`src/rtl/tif_pkg.sv`:
```
package tif_pkg;
  localparam int TIF_NSRC = 8;
  localparam int TIF_IDXW = $clog2(TIF_NSRC);

  // register select encoding on reg_sel
  typedef enum logic {
    SEL_FLAGS  = 1'b0,
    SEL_ENABLE = 1'b1
  } tif_sel_e;

  // flag bit positions (decoded by software and by the vector map)
  localparam int BIT_T0_OVF  = 0;
  localparam int BIT_T0_CMP  = 1;
  localparam int BIT_T1_OVF  = 2;
  localparam int BIT_T1_CMPB = 3;
  localparam int BIT_T1_CMPA = 4;
  localparam int BIT_T1_CAP  = 5;
  localparam int BIT_T2_OVF  = 6;
  localparam int BIT_T2_CMP  = 7;
endpackage

```
`src/rtl/tif_set_mux.sv`:
```
module tif_set_mux #(
  parameter int NSRC     = 8,
  parameter int TURN_BIT = 6
) (
  input  logic [NSRC-1:0] evt_set,
  input  logic            turn_evt,
  input  logic            dual_slope,
  output logic [NSRC-1:0] set_eff
);
  for (genvar b = 0; b < NSRC; b++) begin : g_bit
    if (b == TURN_BIT) begin : g_turn
      // dual-slope mode moves the set point to the bottom turnaround
      assign set_eff[b] = dual_slope ? turn_evt : evt_set[b];
    end else begin : g_plain
      assign set_eff[b] = evt_set[b];
    end
  end
endmodule

```
`src/rtl/tif_ack_decode.sv`:
```
module tif_ack_decode #(
  parameter int NSRC = 8,
  parameter int IDXW = 3
) (
  input  logic            ack_valid,
  input  logic [IDXW-1:0] ack_idx,
  output logic [NSRC-1:0] ack_mask
);
  // vector index i services flag bit NSRC-1-i
  for (genvar b = 0; b < NSRC; b++) begin : g_bit
    localparam logic [IDXW-1:0] VEC = IDXW'(NSRC - 1 - b);
    assign ack_mask[b] = ack_valid && (ack_idx == VEC);
  end
endmodule

```
`src/rtl/tif_flag_bank.sv`:
```
module tif_flag_bank #(
  parameter int NSRC = 8
) (
  input  logic            clk,
  input  logic            rst_n,
  input  logic [NSRC-1:0] set_eff,
  input  logic [NSRC-1:0] sw_clr,
  input  logic [NSRC-1:0] hw_clr,
  output logic [NSRC-1:0] flags
);
  for (genvar b = 0; b < NSRC; b++) begin : g_cell
    logic nxt;
    // a set on the same cycle as any clear keeps the flag at one
    always_comb begin
      if (set_eff[b])                 nxt = 1'b1;
      else if (sw_clr[b] || hw_clr[b]) nxt = 1'b0;
      else                            nxt = flags[b];
    end
    always_ff @(posedge clk or negedge rst_n) begin
      if (!rst_n) flags[b] <= 1'b0;
      else        flags[b] <= nxt;
    end
  end
endmodule

```
`src/rtl/tif_prio_enc.sv`:
```
module tif_prio_enc #(
  parameter int NSRC = 8,
  parameter int IDXW = 3
) (
  input  logic [NSRC-1:0] req,
  output logic            valid,
  output logic [IDXW-1:0] idx
);
  always_comb begin
    valid = 1'b0;
    idx   = '0;
    // later iterations override: the highest bit wins, giving index 0 top priority
    for (int b = 0; b < NSRC; b++) begin
      if (req[b]) begin
        valid = 1'b1;
        idx   = IDXW'(NSRC - 1 - b);
      end
    end
  end
endmodule

```
`src/rtl/tmr_irq_flags.sv`:
```
module tmr_irq_flags
  import tif_pkg::*;
#(
  parameter int NSRC     = TIF_NSRC,
  parameter int IDXW     = (NSRC > 1) ? $clog2(NSRC) : 1,
  parameter int TURN_BIT = BIT_T2_OVF
) (
  input  logic            clk,
  input  logic            rst_n,
  input  logic [NSRC-1:0] evt_set,
  input  logic            t2_turn_evt,
  input  logic            t2_dual_slope,
  input  logic            reg_we,
  input  logic            reg_sel,
  input  logic [NSRC-1:0] reg_wdata,
  input  logic            gie,
  input  logic            ack_valid,
  input  logic [IDXW-1:0] ack_idx,
  output logic [NSRC-1:0] flags_rd,
  output logic [NSRC-1:0] enables_rd,
  output logic [NSRC-1:0] irq_req,
  output logic            irq_valid,
  output logic [IDXW-1:0] irq_idx
);
  logic [NSRC-1:0] set_eff;
  logic [NSRC-1:0] sw_clr;
  logic [NSRC-1:0] hw_clr;
  logic [NSRC-1:0] flags_q;
  logic [NSRC-1:0] en_q;
  logic            wr_flags;
  logic            wr_en;

  assign wr_flags = reg_we && (tif_sel_e'(reg_sel) == SEL_FLAGS);
  assign wr_en    = reg_we && (tif_sel_e'(reg_sel) == SEL_ENABLE);
  assign sw_clr   = wr_flags ? reg_wdata : '0;

  tif_set_mux #(.NSRC(NSRC), .TURN_BIT(TURN_BIT)) u_set (
    .evt_set    (evt_set),
    .turn_evt   (t2_turn_evt),
    .dual_slope (t2_dual_slope),
    .set_eff    (set_eff)
  );

  tif_ack_decode #(.NSRC(NSRC), .IDXW(IDXW)) u_ack (
    .ack_valid (ack_valid),
    .ack_idx   (ack_idx),
    .ack_mask  (hw_clr)
  );

  tif_flag_bank #(.NSRC(NSRC)) u_flags (
    .clk     (clk),
    .rst_n   (rst_n),
    .set_eff (set_eff),
    .sw_clr  (sw_clr),
    .hw_clr  (hw_clr),
    .flags   (flags_q)
  );

  always_ff @(posedge clk or negedge rst_n) begin
    if (!rst_n)     en_q <= '0;
    else if (wr_en) en_q <= reg_wdata;
  end

  assign irq_req    = flags_q & en_q & {NSRC{gie}};
  assign flags_rd   = flags_q;
  assign enables_rd = en_q;

  tif_prio_enc #(.NSRC(NSRC), .IDXW(IDXW)) u_prio (
    .req   (irq_req),
    .valid (irq_valid),
    .idx   (irq_idx)
  );
endmodule

```
`config.mk`:
```
export PLATFORM = sky130hd
export DESIGN_NAME = tmr_irq_flags
export DESIGN_NICKNAME = d
export VERILOG_FILES = /design/src/rtl/tif_pkg.sv /design/src/rtl/tif_set_mux.sv /design/src/rtl/tif_ack_decode.sv /design/src/rtl/tif_flag_bank.sv /design/src/rtl/tif_prio_enc.sv /design/src/rtl/tmr_irq_flags.sv
export SDC_FILE = /design/constraint.sdc
export NUM_CORES = 1
export LEC_CHECK = 0
export BUFFER_PORTS_ARGS = -buffer_cell sky130_fd_sc_hd__buf_4
export CAP_MARGIN = 20
export CORE_MARGIN = 2
export CORE_UTILIZATION = 42
export DETAILED_ROUTE_END_ITERATION = 6
export PLACE_DENSITY = 0.88
export SETUP_SLACK_MARGIN = 0.02
export SYNTH_ARGS = -nofsm -noshare
export SYNTH_HDL_FRONTEND = slang
export SYNTH_HIERARCHICAL = 1
export SYNTH_SLANG_ARGS = --single-unit
```
`constraint.sdc`:
```
create_clock -name clk -period 1.35 [get_ports clk]
set_clock_uncertainty 0.15 [all_clocks]
set_input_delay 0.135 -clock clk [delete_from_list [all_inputs] [get_ports clk]]
set_output_delay 0.135 -clock clk [all_outputs]
set_load 0.005 [all_outputs]
```
==> impl_metrics.json, run 1 <==
{
  "antenna_found_initial": 0,
  "tritoncts": "yes",
  "clkLatencyLatePin_ns": 0.29,
  "finalSetupViolCount": 12,
  "port_buffers": 54,
  "num_io_pins": 55,
  "max_slew.worst_pin.slew_ns": 0.283,
  "max_freq_mhz": 543,
  "timing.final.ws_setup_ns": -0.493,
  "gp_congestion": 0.794,
  "cp-end-kind": "output port",
  "synth_edf_count": 0,
  "cts-root-buf": "clkbuf_4",
  "initial_core_util": 0.433,
  "synth-async-reset-ratio": 1.00,
  "globalRoute.totalOverflow": 0,
  "place_area_sq_mm": 0.00152,
  "crit_arrival_ns": 1.56,
  "violations": "negative setup slack",
  "status": "complete, but fails checks",
  "postSynthAreaPerCell_sq_um": 10.8,
  "tns_ns": -2.39,
  "relSlewSlack": 0.810,
  "drt_iter0_drc": 24,
  "rows": 17,
  "die_area_sq_mm": 0.00263,
  "layout_min_cycle_time_ns": 1.84,
  "path_clk_slew_ns": 0.09,
  "yosysWarningCount": 6,
  "die_h_microns": 51.3,
  "drc": 0,
  "peakVddDrop_mv": 0.762,
  "rsz0062_at_grt": "true",
  "worstSetupPathType": "flop to output port",
  "cp.required_ns": 1.07,
  "grt.total_usage": 0.279,
  "vias_per_cell": 5.26,
  "core-area_sq_mm": 0.00217,
  "syn_area_sq_um": 938,
  "post-dp-hpwl_microns": 2140,
  "finalNetCount": 210,
  "syn2layout_area_growth_pct": 101,
  "first_global_vias": 1151,
  "dieWidth_microns": 51.3,
  "finalWirelength_microns": 3630,
  "hold_path.class": "input pin to flop",
  "synthCells": 87,
  "r2r_setup_slack_ns": 0.29,
  "drive_gt1_frac": 0.641,
  "n_antenna_cell": 0,
  "first_pass_iters": 4,
  "grt_max_degree": 17,
  "clock_sinks": 16,
  "synth_common_cells": "16 x dfrtp_1, 10 x nor2_1",
  "holdWs_ns": 0.00360,
  "yosys.area.top_type": "dfrtp_1",
  "synth_seq_cells": 16,
  "synth_cell_types": 26,
  "max_cap_viol_count": 0,
  "stdcell_count": 209,
  "final_antenna_net_count": 0,
  "power.leakage_nw": 0.891,
  "ctsHtreeMaxLevel": 1,
  "grt_pass1_wl_microns": 5280,
  "finalMaxSlewViolations": 0,
  "wl_per_cell_microns": 17.4,
  "nFillCells": 102,
  "seq_area_frac_synth": 0.427,
  "syn_nets": 114,
  "fin_util": 0.870,
  "cp_max_fo": 3,
  "fin_crit_sh": 1.36,
  "clock_path_buffers": 2,
  "ys.flop_type": "dfrtp_1",
  "synth_area_leaders": "dfrtp_1 43%, mux2_2 9.6%, a21o_1 6.4%",
  "cp-start-kind": "flop",
  "yosysTopAreaCellShare": 0.427,
  "dpl.cell_count": 186,
  "yosysMostFrequentCell": "dfrtp_1",
  "power.density_mw_per_mm2": 837,
  "num_vias": 1100,
  "numCtsBuffers": 3,
  "final-hold-violation-count": 0,
  "final_area_sq_mm": 0.00189
}
[area by class of cell]
| class | instances | area [sq um] | share of cell area |
|---|---|---|---|
| inverters | 1 | 3.75 | 0.00199 |
| flip-flops and latches | 16 | 400 | 0.212 |
| well taps | 28 | 35.0 | 0.0186 |
| clock buffers | 3 | 22.5 | 0.0119 |
| multi-input cells | 63 | 571 | 0.302 |
| repair buffers | 98 | 855 | 0.453 |
[final timing paths]
check,startpoint,depth (start not counted),endpoint
setup / recovery,u_flags/flags[5]$_DFFE_PN0P_,6,irq_idx[0]
hold / removal,t2_turn_evt,3,u_flags/flags[6]$_DFFE_PN0P_
setup reg to reg,enables_rd[6]$_DFFE_PN0P_,2,enables_rd[6]$_DFFE_PN0P_
hold reg to reg,u_flags/flags[6]$_DFFE_PN0P_,2,u_flags/flags[6]$_DFFE_PN0P_
max in group asynchronous,rst_n,2,u_flags/flags[6]$_DFFE_PN0P_
min in group asynchronous,rst_n,2,enables_rd[5]$_DFFE_PN0P_
[report_power, final]
part           total, mW  switching, mW  leakage [nW]  internal [mW]
registers          0.563         0.0317         0.172          0.531
clock network      0.261          0.158        0.0138          0.104
logic              0.755          0.278         0.706          0.477
total               1.58          0.467         0.891           1.11
[what timing repair did]
item                                   CTS  global route
endpoints found under the hold margin   31             0
setup endpoints to repair               12            13
resized for setup                       23            20
hold buffers                            16             0
pin swaps                                5             6
buffers inserted                         1             4
[cell usage in the layout, fill, tap and decap left out, drive strengths merged]
cell type / count
a211oi: 1
mux2: 9
buf: 82
and4b: 3
o21ai: 1
nor4b: 1
dfrtp: 16
clkbuf: 3
o21bai: 1
a21o: 8
nor4: 2
nand2: 2
and4: 1
nor2: 10
o41ai: 1
nor2b: 2
a21oi: 1
dlygate4sd3: 16
and3: 8
and2b: 1
and4bb: 3
inv: 1
and2: 8
[flip-flops by register name, summed over array words and instances, names as in the netlist]
| signal | count |
|---|---|
| enables_rd | 8 |
| u_flags/flags | 8 |
[layer usage]
layer / wire length, microns / global-route usage / vias to the layer above
met5: 0 / 0 / -
met4: 173 / 0.175 / 0
met3: 198 / 0.0292 / 18
met2: 2040 / 0.504 / 61
met1: 1220 / 0.309 / 520
li1: - / - / 501
[cells by family after synthesis]
group / after synthesis / synth area share
simple gates: 41 / 0.301
compound gates: 13 / 0.100
flops: 16 / 0.427
mux: 9 / 0.112
buf+inv: 8 / 0.0600
[stage by stage]
stage	power [mW]	setup slack (ns)
after floorplan	0.761	-0.00282
after detailed placement	1.13	-0.141
after global placement	1.11	-0.125
after CTS	1.50	-0.372
after global routing	1.66	-0.510
final	1.58	-0.493
[worst max-delay path: stages (launching register included)]
cell      delay [ns]
dfrtp_1         0.39
and3_4          0.24
buf_6           0.12
nor2b_4         0.03
o21bai_1        0.23
o41ai_2         0.12
buf_4           0.15
Power figures use the tool's default switching activity.
==> inputs of run 2 (changes only) <==
- CORE_UTILIZATION: 42 -> 44
- CTS_BUF_LIST: unset -> sky130_fd_sc_hd__clkbuf_2 sky130_fd_sc_hd__clkbuf_4 sky130_fd_sc_hd__clkbuf_8
- PLACE_DENSITY: 0.88 -> 0.91
==> run 2 against run 1 <==
  * The flow now stops in clock tree synthesis
  * Synthesized cell count did not move
  * Area after synthesis did not move
==> impl_metrics.json, run 2 <==
{
  "status": "did not finish",
  "failed_stage": "clock tree synthesis",
  "stop_error": "[ERROR DPL-0033] detailed placement checks failed during check placement.",
  "synth_cell_types": 26,
  "syn_area_sq_um": 938,
  "die_h_microns": 50.2,
  "synth_common_cells": "16 x dfrtp_1, 10 x nor2_1",
  "cts_hold_buf": 18,
  "seq_area_frac_synth": 0.427,
  "rows": 16,
  "numCtsBuffers": 3,
  "clock_sinks": 16,
  "synthCells": 87,
  "ys.flop_type": "dfrtp_1",
  "synth_seq_cells": 16,
  "dieWidth_microns": 50.2,
  "num_io_pins": 55,
  "post-dp-hpwl_microns": 2340,
  "initial_core_util": 0.473,
  "yosys.area.top_type": "dfrtp_1",
  "clock_path_buffers": 2,
  "cts-root-buf": "clkbuf_4",
  "ctsHtreeMaxLevel": 1,
  "yosysMostFrequentCell": "dfrtp_1",
  "cts_resized": 41,
  "port_buffers": 54,
  "synth_area_leaders": "dfrtp_1 43%, mux2_2 9.6%, a21o_1 6.4%",
  "synth_edf_count": 0,
  "postSynthAreaPerCell_sq_um": 10.8,
  "yosysTopAreaCellShare": 0.427,
  "post-place-ws_ns": -0.169,
  "postCtsSetupBuffers": 9,
  "yosysWarningCount": 6,
  "gp_congestion": 0.807,
  "synth-async-reset-ratio": 1.00,
  "syn_nets": 114
}
-- run 2: kinds of logic after synthesis --
| group | synth area share |
|---|---|
| AND/OR/NAND/NOR | 0.301 |
| buffers and inverters | 0.0600 |
| AO/OA/AOI/OAI | 0.100 |
| multiplexers | 0.112 |
| flip-flops | 0.427 |
-- run 2: through the flow --
stage	cells	cell area (sq um)
floorplan	87	947
global placement	186	1520
detailed placement	186	1520
==> inputs of run 3 (changes only) <==
- CORE_AREA: unset -> 2 2 63 65
- CORE_MARGIN: 2 -> unset
- CORE_UTILIZATION: 44 -> unset
- CTS_BUF_LIST: sky130_fd_sc_hd__clkbuf_2 sky130_fd_sc_hd__clkbuf_4 sky130_fd_sc_hd__clkbuf_8 -> unset
- DIE_AREA: unset -> 0 0 65 67
- PLACE_DENSITY: 0.91 -> unset
- PLACE_DENSITY_LB_ADDON: unset -> 0.15
- SETUP_SLACK_MARGIN: 0.02 -> unset
==> run 3 against run 2 <==
  * The flow now finishes, with violations (negative setup slack)
==> impl_metrics.json, run 3 (synthesis gave the netlist of run 1 again) <==
{
  "status": "complete, but fails checks",
  "violations": "negative setup slack",
  "cp-start-kind": "flop",
  "cp.required_ns": 1.07,
  "cp_max_fo": 4,
  "drive_gt1_frac": 0.641,
  "globalRoute.totalOverflow": 0,
  "reg2reg_from": "enables_rd[6]$_DFFE_PN0P_",
  "peakVddDrop_mv": 0.310,
  "grt_pass1_wl_microns": 4910,
  "gp_congestion": 0.686,
  "rsz0062_at_grt": "true",
  "endpoint": "irq_idx[1]",
  "syn2layout_area_growth_pct": 105,
  "final_cell_mix": "70 x buf_4, 16 x dfrtp_1, 16 x dlygate4sd3_1",
  "cp_cell_sequence": "and3_4 > nor2_2 > o21ai_1 > a211oi_1 > buf_4",
  "initial_core_util": 0.260,
  "tritoncts": "yes",
  "dieWidth_microns": 65,
  "holdWs_ns": 0.0485,
  "max_freq_mhz": 596,
  "relSlewSlack": 0.821,
  "drt_iter0_drc": 23,
  "slowest_stage": "dfrtp_1",
  "crit_start": "enables_rd[2]$_DFFE_PN0P_",
  "final_antenna_net_count": 0,
  "nFillCells": 333,
  "power.density_mw_per_mm2": 883,
  "critPathMaxStageDelay_ns": 0.38,
  "vias_per_cell": 4.34,
  "finalNetCount": 212,
  "dpl.cell_count": 206,
  "clock_path_buffers": 2,
  "grt_max_degree": 17,
  "finalPower_mw": 1.70,
  "numCtsBuffers": 3,
  "drc": 0,
  "ff2ff_path_depth": 3,
  "hold_path.class": "input pin to flop",
  "grt.total_usage": 0.145,
  "post-dp-hpwl_microns": 2230,
  "worstSetupPathType": "flop to output port",
  "clock_sinks": 16,
  "fin_crit_sh": 1.24,
  "stdcell_count": 232,
  "core-area_sq_mm": 0.00361,
  "clkLatencyLatePin_ns": 0.24,
  "layout_commonest_cell": "buf_4",
  "place_area_sq_mm": 0.00154,
  "finalSetupViolCount": 5,
  "final-hold-violation-count": 0,
  "n_antenna_cell": 0,
  "whs_path_depth": 3,
  "num_io_pins": 55,
  "cp-end-kind": "output port",
  "r2r_setup_slack_ns": 0.20,
  "wl_per_cell_microns": 12.8,
  "max_cap_viol_count": 0,
  "first_pass_iters": 4,
  "port_buffers": 54,
  "timing.final.ws_setup_ns": -0.327,
  "finalMaxSlewViolations": 0,
  "layout_min_cycle_time_ns": 1.68,
  "die_h_microns": 67,
  "power.leakage_nw": 0.902,
  "final_area_sq_mm": 0.00192,
  "path_clk_slew_ns": 0.07,
  "ctsHtreeMaxLevel": 1,
  "max_slew.worst_pin.slew_ns": 0.265,
  "crit_arrival_ns": 1.39,
  "timing.rr.end": "enables_rd[6]$_DFFE_PN0P_",
  "rows": 22,
  "finalWirelength_microns": 2970,
  "antenna_found_initial": 0,
  "num_vias": 1006,
  "first_global_vias": 1032,
  "die_area_sq_mm": 0.00436,
  "cts-root-buf": "clkbuf_8"
}
==> run 3: stage by stage <==
stage	setup TNS, ns	setup slack [ns]	utilization
after global placement	-0.375	-0.0964	0.427
after CTS	-1.18	-0.316	0.523
after global routing	-1.67	-0.381	0.533
after floorplan	-0.00282	-0.00282	-
after detailed placement	-0.436	-0.114	0.427
final	-1.30	-0.327	0.533
==> run 3: worst max-delay path, delay by kind of cell (launching register included) <==
family	cells	cell delay (ns)
AOI/OAI and AO/OA	2	0.30
DFF	1	0.38
and+or+nand+nor	2	0.32
buffers and inverters	1	0.14
==> run 3: routing by layer <==
metal / global-route usage / routed length [microns] / share of wire
met5: 0 / 0 / 0
met4: 0.0479 / 27 / 0.0091
met3: 0.0169 / 161 / 0.054
met2: 0.256 / 1510 / 0.51
met1: 0.181 / 1280 / 0.43
==> run 3: report_power, final <==
part,switching (mW),total (mW),internal (mW)
clock network,0.169,0.427,0.258
registers,0.0266,0.558,0.532
logic,0.242,0.711,0.469
total,0.438,1.70,1.26
==> run 3: layout make-up <==
type | instances | area [sq um] | area share
Clock buffer | 4 | 55.1 | 0.0287
Inverter | 1 | 3.75 | 0.00195
Multi-Input combinational cell | 63 | 558 | 0.291
Sequential cell | 16 | 400 | 0.208
Tap cell | 48 | 60.1 | 0.0313
Timing Repair Buffer | 100 | 843 | 0.439
==> run 3: how the worst min path moves through the flow <==
stage                start                            to
5_1_grt        t2_turn_evt  u_flags/flags[6]$_DFFE_PN0P_
6_report       t2_turn_evt  u_flags/flags[6]$_DFFE_PN0P_
4_1_cts        t2_turn_evt  u_flags/flags[6]$_DFFE_PN0P_
3_3_place_gp         rst_n     enables_rd[1]$_DFFE_PN0P_
3_5_place_dp         rst_n     enables_rd[1]$_DFFE_PN0P_
2_1_floorplan        rst_n     enables_rd[0]$_DFFE_PN0P_
==> run 3: timing repair <==
action                                 in CTS  in global routing
endpoints found under the hold margin      31                  0
buffers inserted                            4                  3
resized for setup                          28                  8
setup endpoints to repair                  11                 11
hold buffers                               16                  0
pin swaps                                   7                  6
